<file path="src/rtl/pll_rate_calc_pkg.sv">
package pll_rate_calc_pkg;

    // Integer part of the feedback control word
    localparam int INT_BITS = 7;
    // Width of the post-divider exponent field
    localparam int EXP_W    = 3;

    typedef enum logic [1:0] {
        CALC_IDLE = 2'd0,
        CALC_REV  = 2'd1,
        CALC_FWD  = 2'd2,
        CALC_WAIT = 2'd3
    } calc_state_e;

    function automatic int frac_bits(input int word_w);
        return (word_w > INT_BITS) ? (word_w - INT_BITS) : 0;
    endfunction

endpackage

</file>
<file path="src/rtl/pll_pdiv_search.sv">
// Picks the smallest power-of-two post-divider (1,2,4,8) that lifts the
// frequency to at least FMIN_HZ; falls back to 8.
module pll_pdiv_search
    import pll_rate_calc_pkg::*;
#(
    parameter int              FREQ_W  = 32,
    parameter longint unsigned FMIN_HZ = 64'd1_000_000_000
) (
    input  logic [FREQ_W-1:0] freq_hz,
    output logic [EXP_W-1:0]  exp_o
);
    localparam int TRIES = 4;
    localparam int CMP_W = FREQ_W + 3;

    logic [TRIES-1:0] reach;

    generate
        for (genvar k = 0; k < TRIES; k++) begin : g_try
            assign reach[k] = ({3'b000, freq_hz} << k) >= CMP_W'(FMIN_HZ);
        end
    endgenerate

    // Descending scan so the lowest qualifying factor wins.
    always_comb begin
        exp_o = EXP_W'(TRIES - 1);
        for (int k = TRIES - 1; k >= 0; k--) begin
            if (reach[k]) begin
                exp_o = EXP_W'(k);
            end
        end
    end

endmodule

</file>
<file path="src/rtl/pll_seq_divider.sv">
// Restoring divider, one quotient bit per cycle.
module pll_seq_divider #(
    parameter int NUM_W = 50,
    parameter int DEN_W = 32,
    parameter int OUT_W = 22
) (
    input  logic             clk,
    input  logic             rst_n,
    input  logic             start,
    input  logic [NUM_W-1:0] num,
    input  logic [DEN_W-1:0] den,
    output logic             done_o,
    output logic [OUT_W-1:0] quot_o
);
    localparam int CNT_W = (NUM_W > 1) ? $clog2(NUM_W) : 1;

    typedef struct packed {
        logic             busy;
        logic             done;
        logic [CNT_W-1:0] cnt;
        logic [DEN_W-1:0] rem;
        logic [DEN_W-1:0] den;
        logic [NUM_W-1:0] quot;
    } div_state_t;

    div_state_t q, d;
    logic [DEN_W:0] trial;
    logic           qbit;

    always_comb begin
        d     = q;
        d.done = 1'b0;
        trial = {q.rem, q.quot[NUM_W-1]};
        qbit  = 1'b0;
        if (start) begin
            d.busy = 1'b1;
            d.cnt  = CNT_W'(NUM_W - 1);
            d.rem  = '0;
            d.den  = den;
            d.quot = num;
        end else if (q.busy) begin
            if (trial >= {1'b0, q.den}) begin
                qbit  = 1'b1;
                d.rem = DEN_W'(trial - {1'b0, q.den});
            end else begin
                d.rem = trial[DEN_W-1:0];
            end
            d.quot = {q.quot[NUM_W-2:0], qbit};
            if (q.cnt == '0) begin
                d.busy = 1'b0;
                d.done = 1'b1;
            end else begin
                d.cnt = q.cnt - 1'b1;
            end
        end
    end

    always_ff @(posedge clk or negedge rst_n) begin
        if (!rst_n) begin
            q <= '0;
        end else begin
            q <= d;
        end
    end

    assign done_o = q.done;
    assign quot_o = q.quot[OUT_W-1:0];

endmodule

</file>
<file path="src/rtl/pll_rate_recalc.sv">
// Reverse path: reference x control word, fractional round-up, then
// ceiling division by the power-of-two post-divider.
module pll_rate_recalc
    import pll_rate_calc_pkg::*;
#(
    parameter int FREQ_W = 32,
    parameter int PCW_W  = 22
) (
    input  logic [FREQ_W-1:0]       ref_hz,
    input  logic [PCW_W-1:0]        pcw,
    input  logic [EXP_W-1:0]        exp_i,
    output logic [FREQ_W+PCW_W-1:0] rate_o
);
    localparam int FRAC_W = frac_bits(PCW_W);
    localparam int RATE_W = FREQ_W + PCW_W;

    logic [RATE_W-1:0] prod;
    logic [RATE_W-1:0] vco;
    logic [RATE_W:0]   biased;

    assign prod = {{PCW_W{1'b0}}, ref_hz} * {{FREQ_W{1'b0}}, pcw};

    generate
        if (FRAC_W > 0) begin : g_frac
            assign vco = (prod >> FRAC_W) + RATE_W'(|prod[FRAC_W-1:0]);
        end else begin : g_int
            assign vco = prod;
        end
    endgenerate

    assign biased = {1'b0, vco} + (((RATE_W+1)'(1)) << exp_i) - (RATE_W+1)'(1);
    assign rate_o = RATE_W'(biased >> exp_i);

endmodule

</file>
<file path="src/rtl/pll_rate_calc.sv">
module pll_rate_calc
    import pll_rate_calc_pkg::*;
#(
    parameter int              FREQ_W  = 32,
    parameter int              PCW_W   = 22,
    parameter longint unsigned FMIN_HZ = 64'd1_000_000_000
) (
    input  logic                      clk,
    input  logic                      rst_n,
    input  logic                      in_valid,
    output logic                      in_ready,
    input  logic                      in_op,
    input  logic [FREQ_W-1:0]         in_target_hz,
    input  logic [FREQ_W-1:0]         in_fmax_hz,
    input  logic [FREQ_W-1:0]         in_ref_hz,
    input  logic [PCW_W-1:0]          in_pcw,
    input  logic [2:0]                in_pdiv_exp,
    output logic                      done,
    output logic                      err,
    output logic [PCW_W-1:0]          out_pcw,
    output logic [2:0]                out_pdiv_exp,
    output logic [FREQ_W+PCW_W-1:0]   out_rate_hz
);
    localparam int FRAC_W = frac_bits(PCW_W);
    localparam int NUM_W  = FREQ_W + 3 + FRAC_W;
    localparam int RATE_W = FREQ_W + PCW_W;

    typedef struct packed {
        calc_state_e       st;
        logic [FREQ_W-1:0] tgt;
        logic [FREQ_W-1:0] refclk;
        logic [PCW_W-1:0]  pcw;
        logic [EXP_W-1:0]  pexp;
        logic              done;
        logic              err;
        logic [PCW_W-1:0]  res_pcw;
        logic [EXP_W-1:0]  res_exp;
        logic [RATE_W-1:0] res_rate;
    } calc_regs_t;

    calc_regs_t q, d;

    logic [EXP_W-1:0]  fwd_exp;
    logic [NUM_W-1:0]  div_num;
    logic              div_start;
    logic              div_done;
    logic [PCW_W-1:0]  div_quot;
    logic [RATE_W-1:0] rev_rate;

    pll_pdiv_search #(
        .FREQ_W  (FREQ_W),
        .FMIN_HZ (FMIN_HZ)
    ) u_search (
        .freq_hz (q.tgt),
        .exp_o   (fwd_exp)
    );

    // Scaled numerator: target << post-divider exponent << fractional bits
    assign div_num   = (NUM_W'(q.tgt) << fwd_exp) << FRAC_W;
    assign div_start = (q.st == CALC_FWD) && (q.refclk != '0);

    pll_seq_divider #(
        .NUM_W (NUM_W),
        .DEN_W (FREQ_W),
        .OUT_W (PCW_W)
    ) u_div (
        .clk    (clk),
        .rst_n  (rst_n),
        .start  (div_start),
        .num    (div_num),
        .den    (q.refclk),
        .done_o (div_done),
        .quot_o (div_quot)
    );

    pll_rate_recalc #(
        .FREQ_W (FREQ_W),
        .PCW_W  (PCW_W)
    ) u_recalc (
        .ref_hz (q.refclk),
        .pcw    (q.pcw),
        .exp_i  (q.pexp),
        .rate_o (rev_rate)
    );

    always_comb begin
        d      = q;
        d.done = 1'b0;
        unique case (q.st)
            CALC_IDLE: begin
                if (in_valid) begin
                    d.tgt    = (in_target_hz > in_fmax_hz) ? in_fmax_hz : in_target_hz;
                    d.refclk = in_ref_hz;
                    d.pcw    = in_pcw;
                    d.pexp   = in_pdiv_exp;
                    d.st     = in_op ? CALC_REV : CALC_FWD;
                end
            end
            CALC_REV: begin
                d.res_rate = rev_rate;
                d.res_pcw  = '0;
                d.res_exp  = '0;
                d.err      = 1'b0;
                d.done     = 1'b1;
                d.st       = CALC_IDLE;
            end
            CALC_FWD: begin
                if (q.refclk == '0) begin
                    d.res_pcw  = '0;
                    d.res_exp  = fwd_exp;
                    d.res_rate = '0;
                    d.err      = 1'b1;
                    d.done     = 1'b1;
                    d.st       = CALC_IDLE;
                end else begin
                    d.st = CALC_WAIT;
                end
            end
            CALC_WAIT: begin
                if (div_done) begin
                    d.res_pcw  = div_quot;
                    d.res_exp  = fwd_exp;
                    d.res_rate = '0;
                    d.err      = 1'b0;
                    d.done     = 1'b1;
                    d.st       = CALC_IDLE;
                end
            end
            default: d.st = CALC_IDLE;
        endcase
    end

    always_ff @(posedge clk or negedge rst_n) begin
        if (!rst_n) begin
            q <= '0;
        end else begin
            q <= d;
        end
    end

    assign in_ready     = (q.st == CALC_IDLE);
    assign done         = q.done;
    assign err          = q.err;
    assign out_pcw      = q.res_pcw;
    assign out_pdiv_exp = q.res_exp;
    assign out_rate_hz  = q.res_rate;

endmodule

</file>
<file path="config.mk">
export PLATFORM = sky130hd
export DESIGN_NAME = pll_rate_calc
export DESIGN_NICKNAME = d
export VERILOG_FILES = /design/src/rtl/pll_rate_calc_pkg.sv /design/src/rtl/pll_pdiv_search.sv /design/src/rtl/pll_seq_divider.sv /design/src/rtl/pll_rate_recalc.sv /design/src/rtl/pll_rate_calc.sv
export SDC_FILE = /design/constraint.sdc
export NUM_CORES = 2
export LEC_CHECK = 0
export BUFFER_PORTS_ARGS = -buffer_cell sky130_fd_sc_hd__buf_2
export CAP_MARGIN = 20
export CORE_MARGIN = 2
export CORE_UTILIZATION = 51
export DETAILED_ROUTE_END_ITERATION = 10
export GPL_TIMING_DRIVEN = 1
export PLACE_DENSITY = 0.68
export SYNTH_ARGS = -nofsm -noshare
export SYNTH_HDL_FRONTEND = slang
export SYNTH_HIERARCHICAL = 1
export SYNTH_SLANG_ARGS = --single-unit
</file>
<file path="constraint.sdc">
create_clock -name clk -period 16.86 [get_ports clk]
set_clock_uncertainty 0.1 [all_clocks]
set_input_delay 3.372 -clock clk [delete_from_list [all_inputs] [get_ports clk]]
set_output_delay 3.372 -clock clk [all_outputs]
set_load 0.005 [all_outputs]
</file>
# == Word-level counts from Yosys, hierarchy flattened ==
# Cells that the tools add are included.
# word_totals
register_bits,294
wordCells,71
# classes
n_addsub,5
mul,1
order_cmp,5
n_eq_ne,7
shifts,3
n_mux,22
reduce_logical,12
# op_table
cell,n
$pmux W81 S3,1
$mux W81,2
$mux W50,2
$mux W91,1
$mux W32,2
$add A54 B55 Y55,1
$shl A1 B3 Y55 const A,1
$shr A55 B3 Y54,1
$sub A55 B1 Y55 const B,1
$mul A32 B22 Y54,1
$add A39 B1 Y40,1
$mux W40,1
$mux W38,1
$shl A32 B3 Y35,1
$ge A34 B30 Y1 const B,1
$ge A33 B30 Y1 const B,1
$ge A33 B32 Y1,1
$ge A32 B30 Y1 const B,1
$gt A32 B32 Y1,1
$logic_not A32 Y1,1
$reduce_bool A32 Y1,1
$sub A32 B32 Y32,1
$reduce_or A15 Y1,1
$mux W2,4
other kinds (16),25

# == Depth between registers and ports, before layout ==
# depth
ltp_word,7
depth_mapped,45

# == Hierarchy ==
# The synthesis kept the hierarchy.
# by_module_without_submodules
module,instances,cells_each,area_per_inst_um2,seq_area_each_um2
pll_rate_recalc,1,3226,26962.1,0.0
pll_rate_calc,1,968,9296.4,4304.1
pll_seq_divider,1,866,7553.5,3052.9
pll_pdiv_search,1,40,247.7,0.0

# == Worst setup path after synthesis ==
# Ideal clock, no wire load.
# synth_path
path_kind,reg2reg
from,"register, netlist name q[112]"
to,register q (netlist bit out_rate_hz[33])
setup_ns,0.066
t_arrival_ns,9.905
t_required_ns,16.694
setup_slack_ns,6.789
stages_incl_launch_ff,40
n_path_buf,2
cell_sequence,dfrtp_1 -> clkbuf_1 -> and2_1 -> fa_1 -> inv_1 -> fa_1 -> fa_1 -> inv_1 -> fa_1 -> fa_1 -> fa_1 -> inv_1 -> fa_1 -> inv_1 -> ha_1 -> clkbuf_1 -> and4_4 -> and2_4 -> [... 4 more ...] -> a21oi_1 -> xnor2_1 -> inv_1 -> ha_1 -> and4_1 -> o2bb2ai_1 -> o41ai_1 -> o211ai_1 -> a41o_1 -> a221oi_2 -> o21bai_1 -> a2111oi_4 -> a311o_1 -> nor3_1 -> or4b_1 -> mux4_2 -> o32ai_1 -> a22o_1
# synth_lines
element,line_no,source
to (signal assigned),pll_rate_calc.sv:135,q <= '0;
to (signal assigned),pll_rate_calc.sv:137,q <= d;
to (decl),pll_rate_calc.sv:41,"calc_regs_t q, d;"

==> impl_metrics.ini <==
[worst_setup_path]
worst_setup_path_end_kind = flip-flop
r2r-start = q[118]
arrival_ns = 12.13
crit_top_cell = fa_1
r2r_cells = 41
cp_max_fo = 25
startpoint = q[118]
timing.rr.end = out_rate_hz[50]
crit_end = out_rate_hz[50]
rrSetupSlack_ns = 5.11
crit_type = reg2reg
slowest_stage = dfrtp_1
cpPeakStageDelay_ns = 1.08
critPathLaunchType = flip-flop
cp_data_required_time_ns = 17.25

[cts]
cts_max_path_buffers = 3
clk_pin_slew_worst_paths_ns = 0.06
cts.sinks = 294
cts_tree = done
hold_buffers = 0
worstSkewPairLatency_ns = 0.62
post_cts_buffers = 0
htree_levels = 2
cts-root-buf = clkbuf_16
numCtsBuffers = 39
ctsResizeCount = 0

[drt]
wl_per_cell_um = 20.42
drtAntennaViolNets = 0
drt_pass1_iterations = 6
drc_errors = 0
vias_per_cell = 5.705
vias = 35416
drt_iter0_markers = 2710
wl_um = 126700

[sta]
tightest_slew_ns = 1.132
setup-violations-final = 0
slew_headroom_pct = 24.51
hold_viol_final = 0
finalMaxSlewViolations = 0
whs_ns = 0.3757
setup_ws_ns = 5.113
fin_crit_ns = 11.75
fmax_ghz = 0.08513
setup_tns_ns = 0
finalCritPeriodShare_pct = 69.68
rsz0062_at_grt = no

[place]
placed_cell_area_um2 = 45090
io_buffer_count = 206
dp.cells = 6134
place_ws_ns = 5.264
dpl.hpwl_um = 95770
gp_congestion = 0.9703

[floorplan]
die_area_um2 = 88760
die_y_um = 297.9
die_w_um = 297.9
fp-row-count = 107
floorplan.initialDensity_pct = 51.58
io_pins = 207
coreArea_um2 = 85410

[global_routing]
grt_pass1_vias = 36084
grt_pass1_wl_um = 204400
grt_overflow = 0
globalRouteTotalUtil_pct = 29.03
antenna_found_initial = 5
grt_max_degree = 100

[yosys]
syn_avg_cell_area_um2 = 8.639
syn_inst = 5100
syn_area_um2 = 44060
seq_area_frac_synth_pct = 16.70
synth-async-reset-ratio_pct = 100.0
yosysMostFrequentCell = nand2_1
ys_top_cells_by_area = fa_1 27%, dfrtp_1 17%, ha_1 7.9%
synthDominantCellAreaShare_pct = 27.22
synth_enable_flop_cells = 0
synth_ff_type = dfrtp_1
ys_ff_latch = 294
yosysUniqueCellTypes = 125
ys_warn_count = 6
ys_top_cells_by_count = 888 x nand2_1, 759 x inv_1, 599 x fa_1, 294 x dfrtp_1, 284 x and2_1
yosysTopAreaCell = fa_1

[flow_run]
maxCapViolCount = 0

[finish]
fin_area_um2 = 46520
fin_cells = 6208
num-nets-final = 6035
area.growth.synth_to_final_pct = 5.586
drive_gt1_share_pct = 9.702

[worst_hold_path]
hold_depth = 2
holdCritPathClass = reg2reg
min_from = q[133]

[power_and_ir_drop]
ir_worst_vdd_mv = 0.4740
power_leakage_nw = 22.52
power_density_nw_per_um2 = 211.6

[run_status]
status = complete, no violations
[metrics by stage]
stage | power (mW) | util, %
global route | 10.61 | 54.46
finish | 9.846 | 54.46
global placement | 8.743 | 52.79
CTS | 9.739 | 54.39
detailed placement | 8.766 | 52.79
floorplan | 6.581 | -
[how the worst min path moves through the flow]
stage | to | slack, ns
final | q[133] | 0.38
after floorplan | q[81] | 0.34
after global routing | out_rate_hz[46] | 0.42
after global placement | q[135] | 0.36
after CTS | q[133] | 0.38
after detailed placement | q[135] | 0.36
[cells by family (layout without fill, tap and decap cells)]
kind of cell / count (synthesis) / in the layout / synth area share [%]
compound gates: 828 / 828 / 12.89
xor+xnor: 100 / 100 / 2.005
fa+ha+maj: 877 / 877 / 35.11
buf+inv: 1161 / 1108 / 11.14
flops: 294 / 294 / 16.70
mux: 192 / 192 / 4.836
other cells: 2 / 19 / 0.01705
simple gates: 1646 / 1646 / 17.30
[report_power, final]
part / total (mW) / internal [mW] / switching [mW]
clock network: 0.891 / 0.526 / 0.365
logic: 8.21 / 3.11 / 5.09
registers: 0.745 / 0.719 / 0.0265
[placed cells by master, fill, tap and decap left out, drive strengths merged, types with 13 or more instances in the layout]
master    n
a211oi   30
a21o     52
a21oi   168
a22o     81
a311oi   23
a31oi    51
and2    286
and3     17
buf     276
clkbuf   53
conb     16
dfrtp   294
fa      599
ha      278
inv     764
mux2     54
mux2i   127
nand2   889
nand3    84
nand4    36
nor2    193
nor2b    15
nor3     38
nor4     17
o211ai   17
o21a     24
o21ai   229
o21bai   16
o22ai    14
o31ai    17
or2      13
or3      20
xnor2    75
xor2     25
[worst max-delay path: cells and delay by family (launching register included)]
kind | cells | cell delay, ns
compound gates | 16 | 3.81
xor+xnor | 1 | 0.36
fa+ha+maj | 10 | 4.60
buf+inv | 6 | 0.33
flops | 1 | 1.08
simple gates | 8 | 1.28
[cell type report]
type                       instances  area [um^2]
fill                            7957        38890
clock inverter                    16        229.0
tap                             1144         1431
multi-input combinational       3659        31880
sequential                       294         7361
clock buffer                      53         1139
timing repair buffer             276         1607
inverter                         763         2864
antenna                            3        7.507
[routing by layer]
layer / vias to the layer above / share of wire, % / global-route usage, %
li1: 16195 / - / -
met1: 17761 / 44 / 41.18
met2: 1246 / 45 / 45.34
met3: 212 / 6.8 / 4.682
met4: 2 / 3.5 / 9.799
met5: - / 0.010 / 0
[state kept, by name, indices dropped and copies added, names as in the netlist]
name	count
done	1
out_rate_hz	54
out_pdiv_exp	3
u_div/q	99
q	91
u_div/quot_o	22
err	1
u_div/done_o	1
out_pcw	22
(Power assumes the default switching activity.)
